## src/rtl/spiPkg.sv

```systemverilog
package spiPkg;

  localparam int BYTE_W = 8;

  localparam logic [1:0] ADDR_CTRL = 2'd0;
  localparam logic [1:0] ADDR_STAT = 2'd1;
  localparam logic [1:0] ADDR_DATA = 2'd2;

  // Strobes from the control side to the datapath
  typedef struct packed {
    logic loadTx;     // load transmit byte into shift register
    logic sampleBit;  // capture the incoming serial bit
    logic shiftBit;   // shift the captured bit in
    logic commitRx;   // copy the finished byte to the receive register
  } spiStrobe_t;

  // Half period of the serial clock in system clocks for a rate code
  function automatic logic [4:0] halfOf(input logic [1:0] rate);
    case (rate)
      2'd0:    halfOf = 5'd1;
      2'd1:    halfOf = 5'd2;
      2'd2:    halfOf = 5'd8;
      default: halfOf = 5'd16;
    endcase
  endfunction

endpackage

```

## src/rtl/spiDatapath.sv

```systemverilog
module spiDatapath
  import spiPkg::*;
#(
  parameter int DATA_W = BYTE_W,
  parameter int SYNC_N = 2
) (
  input  logic              clk,
  input  logic              rstN,
  input  spiStrobe_t        str,
  input  logic              masterOn,
  input  logic              mstBusy,
  input  logic [DATA_W-1:0] txByte,
  input  logic              sckIn,
  input  logic              mosiIn,
  input  logic              misoIn,
  input  logic              ssN,
  output logic              sckRise,
  output logic              sckFall,
  output logic              ssSync,
  output logic [DATA_W-1:0] rxByte,
  output logic              mosiOut,
  output logic              misoOut
);

  localparam int MSB = DATA_W - 1;

  logic [SYNC_N:0]   sckS;
  logic [SYNC_N-1:0] mosiS;
  logic [SYNC_N-1:0] ssS;
  logic [DATA_W-1:0] shiftReg;
  logic              sampleReg;
  logic              inBit;

  // Synchronizers for the externally timed pins
  always_ff @(posedge clk or negedge rstN) begin
    if (!rstN) begin
      sckS  <= '0;
      mosiS <= '0;
      ssS   <= '1;
    end else begin
      sckS  <= {sckS[SYNC_N-1:0], sckIn};
      mosiS <= {mosiS[SYNC_N-2:0], mosiIn};
      ssS   <= {ssS[SYNC_N-2:0], ssN};
    end
  end

  assign sckRise = sckS[SYNC_N-1] & ~sckS[SYNC_N];
  assign sckFall = ~sckS[SYNC_N-1] & sckS[SYNC_N];
  assign ssSync  = ssS[SYNC_N-1];
  assign inBit   = masterOn ? misoIn : mosiS[SYNC_N-1];

  always_ff @(posedge clk or negedge rstN) begin
    if (!rstN) begin
      shiftReg  <= '0;
      sampleReg <= 1'b0;
      rxByte    <= '0;
    end else begin
      if (str.sampleBit) sampleReg <= inBit;
      if (str.loadTx)
        shiftReg <= txByte;
      else if (str.shiftBit)
        shiftReg <= {shiftReg[MSB-1:0], sampleReg};
      if (str.commitRx) rxByte <= {shiftReg[MSB-1:0], sampleReg};
    end
  end

  assign mosiOut = mstBusy & shiftReg[MSB];
  assign misoOut = shiftReg[MSB];


  commitOnShift_chk: assert property (@(posedge clk) disable iff (!rstN)
    str.commitRx |-> (str.shiftBit && !str.loadTx));

endmodule

```

## src/rtl/spiCtrl.sv

```systemverilog
module spiCtrl
  import spiPkg::*;
#(
  parameter int DATA_W = BYTE_W,
  parameter int DIV_W  = 5
) (
  input  logic              clk,
  input  logic              rstN,
  input  logic [1:0]        addr,
  input  logic              wrEn,
  input  logic              rdEn,
  input  logic [3:0]        ctrlBits,
  input  logic              ssSync,
  input  logic              sckRise,
  input  logic              sckFall,
  input  logic [DATA_W-1:0] rxByte,
  output logic [DATA_W-1:0] rdData,
  output spiStrobe_t        str,
  output logic              spiOn,
  output logic              masterOn,
  output logic              mstBusy,
  output logic              sckOut
);

  localparam int CNT_W = $clog2(DATA_W);
  localparam logic [CNT_W-1:0] LAST_BIT = CNT_W'(DATA_W - 1);

  logic [1:0]       rate;
  logic             doneFlag, ovrFlag, modfFlag, stsArm;
  logic [DIV_W-1:0] divCnt, divLim;
  logic [CNT_W-1:0] bitCnt;

  logic ctrlWr, dataWr, stsRd, dataRd;
  logic slaveAct, faultNow, loadOk, startX, tick;
  logic mRise, mFall, sRise, sFall, lastFall, complete;

  assign ctrlWr = wrEn && (addr == ADDR_CTRL);
  assign dataWr = wrEn && (addr == ADDR_DATA);
  assign stsRd  = rdEn && (addr == ADDR_STAT);
  assign dataRd = rdEn && (addr == ADDR_DATA);

  assign divLim   = DIV_W'(halfOf(rate) - 5'd1);
  assign slaveAct = spiOn && !masterOn && !ssSync;
  assign faultNow = spiOn && masterOn && !ssSync;
  assign loadOk   = dataWr && !mstBusy && (bitCnt == '0);
  assign startX   = loadOk && spiOn && masterOn && !faultNow;
  assign tick     = mstBusy && (divCnt == divLim);
  assign mRise    = tick && !sckOut;
  assign mFall    = tick && sckOut;
  assign sRise    = slaveAct && sckRise;
  assign sFall    = slaveAct && sckFall;
  assign lastFall = (mFall || sFall) && (bitCnt == LAST_BIT);
  assign complete = lastFall && !faultNow;

  always_comb begin
    str.loadTx    = loadOk;
    str.sampleBit = mRise || sRise;
    str.shiftBit  = mFall || sFall;
    str.commitRx  = complete && !doneFlag;
  end

  // Control register and contention guard
  always_ff @(posedge clk or negedge rstN) begin
    if (!rstN) begin
      spiOn    <= 1'b0;
      masterOn <= 1'b0;
      rate     <= 2'd0;
    end else if (faultNow) begin
      spiOn    <= 1'b0;
      masterOn <= 1'b0;
    end else if (ctrlWr) begin
      spiOn    <= ctrlBits[0] && !modfFlag;
      masterOn <= ctrlBits[1];
      rate     <= ctrlBits[3:2];
    end
  end

  // Master clock generator
  always_ff @(posedge clk or negedge rstN) begin
    if (!rstN) begin
      mstBusy <= 1'b0;
      sckOut  <= 1'b0;
      divCnt  <= '0;
    end else if (faultNow) begin
      mstBusy <= 1'b0;
      sckOut  <= 1'b0;
      divCnt  <= '0;
    end else if (startX) begin
      mstBusy <= 1'b1;
      sckOut  <= 1'b0;
      divCnt  <= '0;
    end else if (mstBusy) begin
      if (!(spiOn && masterOn)) begin
        mstBusy <= 1'b0;
        sckOut  <= 1'b0;
        divCnt  <= '0;
      end else if (tick) begin
        divCnt <= '0;
        sckOut <= ~sckOut;
        if (lastFall) mstBusy <= 1'b0;
      end else begin
        divCnt <= divCnt + 1'b1;
      end
    end
  end

  // Bit counter shared by both modes
  always_ff @(posedge clk or negedge rstN) begin
    if (!rstN)
      bitCnt <= '0;
    else if (!(mstBusy || slaveAct))
      bitCnt <= '0;
    else if (str.shiftBit)
      bitCnt <= bitCnt + 1'b1;
  end

  // Status flags and clearing sequences
  always_ff @(posedge clk or negedge rstN) begin
    if (!rstN) begin
      doneFlag <= 1'b0;
      ovrFlag  <= 1'b0;
      modfFlag <= 1'b0;
      stsArm   <= 1'b0;
    end else begin
      if (stsRd)
        stsArm <= 1'b1;
      else if (dataRd || ctrlWr)
        stsArm <= 1'b0;
      if (dataRd && stsArm) begin
        doneFlag <= 1'b0;
        ovrFlag  <= 1'b0;
      end
      if (complete) begin
        if (doneFlag) ovrFlag  <= 1'b1;
        else          doneFlag <= 1'b1;
      end
      if (faultNow)
        modfFlag <= 1'b1;
      else if (ctrlWr && stsArm && modfFlag)
        modfFlag <= 1'b0;
    end
  end

  always_comb begin
    case (addr)
      ADDR_CTRL: rdData = DATA_W'({rate, masterOn, spiOn});
      ADDR_STAT: rdData = DATA_W'({modfFlag, ovrFlag, doneFlag});
      ADDR_DATA: rdData = rxByte;
      default:   rdData = '0;
    endcase
  end


  modeFault_chk: assert property (@(posedge clk) disable iff (!rstN)
    (spiOn && masterOn && !ssSync) |=> (modfFlag && !spiOn && !masterOn && !mstBusy));


  enableLock_chk: assert property (@(posedge clk) disable iff (!rstN)
    modfFlag |-> !spiOn);


  overrunKeep_chk: assert property (@(posedge clk) disable iff (!rstN)
    (complete && doneFlag) |=> (ovrFlag && $stable(rxByte)));


  sckIdle_chk: assert property (@(posedge clk) disable iff (!rstN)
    !mstBusy |-> !sckOut);

endmodule

```

## src/rtl/spiDuplexCore.sv

```systemverilog
module spiDuplexCore
  import spiPkg::*;
#(
  parameter int DATA_W = BYTE_W,
  parameter int DIV_W  = 5,
  parameter int SYNC_N = 2
) (
  input  logic              clk,
  input  logic              rstN,
  input  logic [1:0]        addr,
  input  logic              wrEn,
  input  logic              rdEn,
  input  logic [DATA_W-1:0] wrData,
  output logic [DATA_W-1:0] rdData,
  input  logic              sckIn,
  output logic              sckOut,
  output logic              sckOe,
  input  logic              mosiIn,
  output logic              mosiOut,
  output logic              mosiOe,
  input  logic              misoIn,
  output logic              misoOut,
  output logic              misoOe,
  input  logic              ssN
);

  spiStrobe_t        str;
  logic              spiOn, masterOn, mstBusy;
  logic              sckRise, sckFall, ssSync;
  logic [DATA_W-1:0] rxByte;

  spiCtrl #(.DATA_W(DATA_W), .DIV_W(DIV_W)) ctrl_i (
    .clk      (clk),
    .rstN     (rstN),
    .addr     (addr),
    .wrEn     (wrEn),
    .rdEn     (rdEn),
    .ctrlBits (wrData[3:0]),
    .ssSync   (ssSync),
    .sckRise  (sckRise),
    .sckFall  (sckFall),
    .rxByte   (rxByte),
    .rdData   (rdData),
    .str      (str),
    .spiOn    (spiOn),
    .masterOn (masterOn),
    .mstBusy  (mstBusy),
    .sckOut   (sckOut)
  );

  spiDatapath #(.DATA_W(DATA_W), .SYNC_N(SYNC_N)) dp_i (
    .clk      (clk),
    .rstN     (rstN),
    .str      (str),
    .masterOn (masterOn),
    .mstBusy  (mstBusy),
    .txByte   (wrData),
    .sckIn    (sckIn),
    .mosiIn   (mosiIn),
    .misoIn   (misoIn),
    .ssN      (ssN),
    .sckRise  (sckRise),
    .sckFall  (sckFall),
    .ssSync   (ssSync),
    .rxByte   (rxByte),
    .mosiOut  (mosiOut),
    .misoOut  (misoOut)
  );

  assign sckOe  = spiOn & masterOn;
  assign mosiOe = spiOn & masterOn;
  assign misoOe = spiOn & ~masterOn & ~ssSync;

endmodule

```

## config.mk

```make
export PLATFORM = sky130hd
export DESIGN_NAME = spiDuplexCore
export DESIGN_NICKNAME = d
export VERILOG_FILES = /design/src/rtl/spiPkg.sv /design/src/rtl/spiDatapath.sv /design/src/rtl/spiCtrl.sv /design/src/rtl/spiDuplexCore.sv
export SDC_FILE = /design/constraint.sdc
export NUM_CORES = 1
export LEC_CHECK = 0
export ABC_AREA = 1
export BUFFER_PORTS_ARGS = -buffer_cell sky130_fd_sc_hd__buf_2
export CORE_ASPECT_RATIO = 0.7
export CORE_MARGIN = 2
export CORE_UTILIZATION = 35
export CTS_CLUSTER_SIZE = 40
export DETAILED_ROUTE_END_ITERATION = 12
export PLACE_DENSITY = 0.49
export SYNTH_ARGS = -nofsm -noshare
export SYNTH_HDL_FRONTEND = slang
export SYNTH_HIERARCHICAL = 1
export SYNTH_SLANG_ARGS = --single-unit
export TNS_END_PERCENT = 10
```

## constraint.sdc

```tcl
create_clock -name clk -period 4.6 [get_ports clk]
set_clock_uncertainty 0.2 [all_clocks]
set_input_delay 0.92 -clock clk [delete_from_list [all_inputs] [get_ports clk]]
set_output_delay 0.92 -clock clk [all_outputs]
set_load 0.005 [all_outputs]
```

==> After elaboration in Yosys (flattened, before gate mapping) <==
Cells that the tools add are included.
{ "op_classes": {"div_mod_pow": 0, "mux": 37, "reduce_logical": 46, "n_bitwise": 12, "n_lt_le_gt_ge": 0, "eq_ne": 8, "shift": 0, "n_mul": 0, "n_addsub": 3} }
{ "ops": {"columns": ["cell", "count"], "rows": [
  ["$mux W1", 26],
  ["$logic_and A1 B1 Y1", 25],
  ["$mux W5", 5],
  ["$pmux W8 S3", 1],
  ["$mux W8", 2],
  ["$pmux W5 S3", 1],
  ["$reduce_bool A2 Y1", 4],
  ["$logic_not A1 Y1", 7],
  ["$and A1 B1 Y1", 6],
  ["$mux W3", 2],
  ["$not A1 Y1", 6],
  ["$add A5 B1 Y5 const B", 1],
  ["$eq A5 B5 Y1", 1],
  ["$sub A5 B1 Y5 const B", 1],
  ["$eq A2 B1 Y1 const B", 2],
  ["$eq A2 B2 Y1 const B", 2],
  ["$logic_not A2 Y1", 2],
  ["$logic_or A1 B1 Y1", 4],
  ["$ne A4 B1 Y1 const B", 1],
  ["$reduce_and A2 Y1", 2],
  ["$add A3 B1 Y3 const B", 1],
  ["$eq A3 B3 Y1 const B", 1],
  ["$logic_not A3 Y1", 1],
  ["$reduce_bool A3 Y1", 1],
  ["$ne A2 B1 Y1 const B", 1]
]} }
{ "word_totals": {"rom_bits": 0, "mem_count": 0, "ram_bits": 0, "regBits": 42, "in_bits": 18, "output_inout_bits": 14, "latchBits": 0} }

==> Longest topological paths before layout <==
{ "depth": {"word_depth": 14, "depth_mapped": 13} }

==> Modules after synthesis <==
Netlist, hierarchy kept.
{ "by_module_without_submodules": {"columns": ["mod", "instances", "cells_per_inst", "area_each_um2"], "rows": [
  ["spiCtrl", 1, 167, 1172.4],
  ["spiDatapath", 1, 100, 954.7],
  ["spiDuplexCore", 1, 6, 28.8]
]} }

==> Worst setup path before layout <==
No wires, ideal clock.
{ "synth_timing": {"path_type": "input to output", "start": "input port addr[1]", "end": "output port rdData[4]", "t_required_ns": 3.480, "path_stages": 4, "t_arrival_ns": 1.328, "slack_ns": 2.152, "path_cell_list": "inv_1 > nor2_4 > inv_1 > nor2_1"} }
{ "synth_between": {"elab_chain_len": 2, "word_cells_on_any_way": 4} }
{ "synth_lines": {"columns": ["element", "line_no", "rtl"], "rows": [
  ["from (decl)", "spiDuplexCore.sv:10", "input logic [1:0] addr,"],
  ["$eq A2 B2 Y1 (tied with other cells)", "spiCtrl.sv:145", "case (addr)"],
  ["$pmux W8 S3 (*)", "spiCtrl.sv:145", null],
  ["to (decl)", "spiDuplexCore.sv:14", "output logic [DATA_W-1:0] rdData,"]
]} }
Mark *: on every way between the ends. The rest lies on a longest branch, timed or not.

==> Worst setup path after layout <==
{ "layout_timing": {"start": "input port addr[0]", "end": "output port rdData[2]"} }
The elaborated chain is that of the path after synthesis.

==> flow_summary_export.csv <==
group,metric,value,unit
status,outcome,"finished clean",
floorplanning,die_x,97.8,um
setup_path,critPathCaptureType,"output pin",
worst_hold_path,min-delay-start,"dp_i/mosiS[0]",
final_layout,final_common_cell,"nand2_1",
global_routing,grt-ovfl-total,0,
final_layout,layout_common_cells,"nand2_1, inv_1, dfrtp_1",
power,powerDensity,345,nW/um^2
detailed_routing,firstDrtPassIters,4,
global_routing,grt_pass1_vias,1606,
power,p_leak,1.29,nW
setup_path,crit_chain,"buf_2 > nor2_1 > inv_1 > o221ai_1 > buf_2",
clock_network,path_clk_slew,0.08,ns
synth,syn_inst,273,
synth,synth_mux_area_share,0,%
setup_path,critPathBufInv,3,
floorplanning,fp.dieH,69.7,um
synth,synthesis.area,2160,sq um
place,numPortBuffers,31,
final_layout,final_layout_size_suffix_gt1_share,18.6,%
detailed_routing,drt_iter0_markers,96,
global_routing,grt_first_pass_wirelength,8.26,mm
power,vdd_drop_max,0.126,mV
sta,max_freq,354,MHz
setup_path,crit_path_start,"addr[0]",
floorplanning,rows,23,
floorplanning,core,5840,sq um
power,switchingPower,0.243,mW
detailed_routing,vias_per_cell,4.60,
synth,synth_xor_area_share,0.406,%
clock_network,cts-resized-gates,0,
synth,synth_fa_ha_area_share,2.32,%
global_routing,antenna_found_initial,0,
final_layout,num-nets-final,328,
clock_network,cts_tree,"yes",
clock_network,hold_buffers,0,
final_layout,num-fill-cells,624,
clock_network,clk_latency,0.29,ns
power,pwr-share-comb,14.6,%
synth,ys_types,26,
sta,setup_viol,0,
final_layout,areaGrowthSynthToFinish,14.6,%
sta,drv_slew,0,
final_layout,ff_latch_area,1050,sq um
floorplanning,initial_core_util,36.9,%
floorplanning,ioPinCount,32,
clock_network,cts_max_path_buffers,2,
synth,syn_area_per_cell,7.90,sq um
job,maxCapViolations,0,
worst_hold_path,hold_path.class,"reg -> reg",
clock_network,cts_root_buf,"clkbuf_8",
global_routing,grt_start_max_net_pins,43,
power,intPower,0.608,mW
clock_network,cts-buffers-inserted,5,
clock_network,cts_max_level,2,
final_layout,final_util,42.3,%
setup_path,cp_slowest_stage_delay,0.23,ns
setup_path,crit_fanout,4,
setup_path,crit_top_cell,"buf_2",
place,gp_congestion,0.807,
clock_network,clock-sinks,42,
power,p_total,0.852,mW
setup_path,r2r-start,"ctrl_i/rate[0]",
floorplanning,die_area,6810,sq um
power,sequentialPowerShare,52.7,%
detailed_routing,detail_route.wl_per_cell,12.8,um
detailed_routing,drt-total-wl,4.89,mm
synth,synth_top_family_by_area,"simple AND/OR/NAND/NOR gates",
synth,synth_seq_cells,42,
detailed_routing,ant_nets,0,
synth,syn-num-nets,295,
sta,worst_pin_slew,0.972,ns
synth,synth_seq_area_share,48.9,%
setup_path,crit_path_top_delay_cell,"o221ai_1",
setup_path,cp.required,3.48,ns
synth,yosys.area_share.simple,30.8,%
synth,yosysWarnings,6,
detailed_routing,drc,0,
global_routing,grt.total_usage,15.3,%
place,dp_hpwl,3.65,mm
sta,rsz0062_at_grt,"no",
final_layout,insertedDiodeCount,0,
sta,fin_crit_sh,61.4,%
sta,slew-limit-headroom,35.2,%
sta,hold_viol,0,
sta,post-route-min-period,2.82,ns
setup_path,critical_path_class,"in -> out",
detailed_routing,dr_total_vias,1758,
clock_network,postCtsSetupBuffers,0,
power,power_switching_share,28.6,%
setup_path,critPathTopFamily,"buffers and inverters",
setup_path,crit_arrival,1.70,ns
power,p_clk_share,32.7,%
synth,synth_compound_area_share,6.44,%
sta,tns,0,ns
setup_path,cp-start-kind,"input pin",
final_layout,multiInputGateArea,862,sq um
## metrics by stage
stage                     area (sq um)  setup slack, ns  hold WS, ns  cells
after floorplan                   2160             2.15        0.131    273
after global placement            2360             1.81        0.135    374
after detailed placement          2360             1.81        0.142    374
after CTS                         2470             1.81        0.160    382
after global routing              2470             1.71        0.166    382
final                             2470             1.78        0.158    382
## worst register-to-register path, delay by kind of cell (launching register included)
kind | cells | cell delay, ns
DFF | 1 | 0.40
AOI/OAI and AO/OA | 1 | 0.18
and+or+nand+nor | 7 | 0.83
buffers and inverters | 2 | 0.48
## cell type report
class	instances	area share, %
clock buffer	8	4.46
inverter	52	7.90
timing repair buffer	31	6.28
multi-input combinational	174	34.9
tap	75	3.80
sequential	42	42.7
## synth_stat cells
master / n / share of area (%)
xor2_1: 1 / 0.41
nand3_1: 28 / 6.5
nor3_1: 2 / 0.46
nand2_4: 2 / 1.0
dfstp_2: 2 / 2.4
a21oi_1: 2 / 0.46
buf_4: 3 / 1.0
a22oi_1: 1 / 0.35
o221ai_1: 2 / 0.81
o21ai_1: 2 / 0.46
o211ai_1: 3 / 1.0
nand2_2: 3 / 0.87
o22ai_1: 1 / 0.29
inv_1: 48 / 8.4
buf_6: 2 / 1.0
nand2_1: 81 / 14
ha_1: 4 / 2.3
inv_2: 4 / 0.70
nor2_2: 3 / 0.87
dfrtp_1: 40 / 46
o21ai_0: 13 / 3.0
nor2_1: 17 / 3.0
nor2_8: 1 / 0.93
nand4_2: 1 / 0.58
nand4_1: 5 / 1.5
nor2_4: 2 / 1.0
## routing by layer
layer  part of all wire, %  GRT usage, %  vias to the layer above
met4                  0.25          2.78                        0
met1                    57          25.5                      802
met2                    38          19.4                       36
met3                   5.2          4.03                        2
li1                      -             -                      918
met5                     0             0                        -
## power groups by stage
stage / sequential [mW] / combinational (mW) / clock [mW]
2_1_floorplan: 0.444 / 0.0835 / 0
3_3_place_gp: 0.456 / 0.125 / 0
3_5_place_dp: 0.455 / 0.126 / 0
4_1_cts: 0.449 / 0.126 / 0.289
5_1_grt: 0.457 / 0.144 / 0.307
6_report: 0.449 / 0.125 / 0.278
## registers in the layout, summed over array words and instances, names as in the netlist, 2 cells and up
| name | flops |
|---|---|
| ctrl_i/rate | 2 |
| dp_i/ssS | 2 |
| ctrl_i/divCnt | 5 |
| dp_i/shiftReg | 8 |
| dp_i/rxByte | 8 |
| ctrl_i/bitCnt | 3 |
| dp_i/sckS | 3 |
| dp_i/mosiS | 2 |
## cells by family after synthesis
group | after synthesis
adders and majority gates | 4
AOI/OAI and AO/OA | 24
xor gates and xnor gates | 1
and+or+nand+nor | 145
buffers and inverters | 57
DFF | 42
## path summary, 6_finish.rpt
kind                                        to  slack, ns  cells past startpoint
worst max-delay path                 rdData[2]       1.78                      5
max in group asynchronous       dp_i/rxByte[1]       3.01                      1
worst min-delay path             dp_i/mosiS[1]       0.16                      0
worst min register to register   dp_i/mosiS[1]       0.16                      0
worst max register to register  dp_i/rxByte[1]       2.38                     10
min in group asynchronous        ctrl_i/sckOut       0.58                      1
Power figures use the tool's default switching activity.
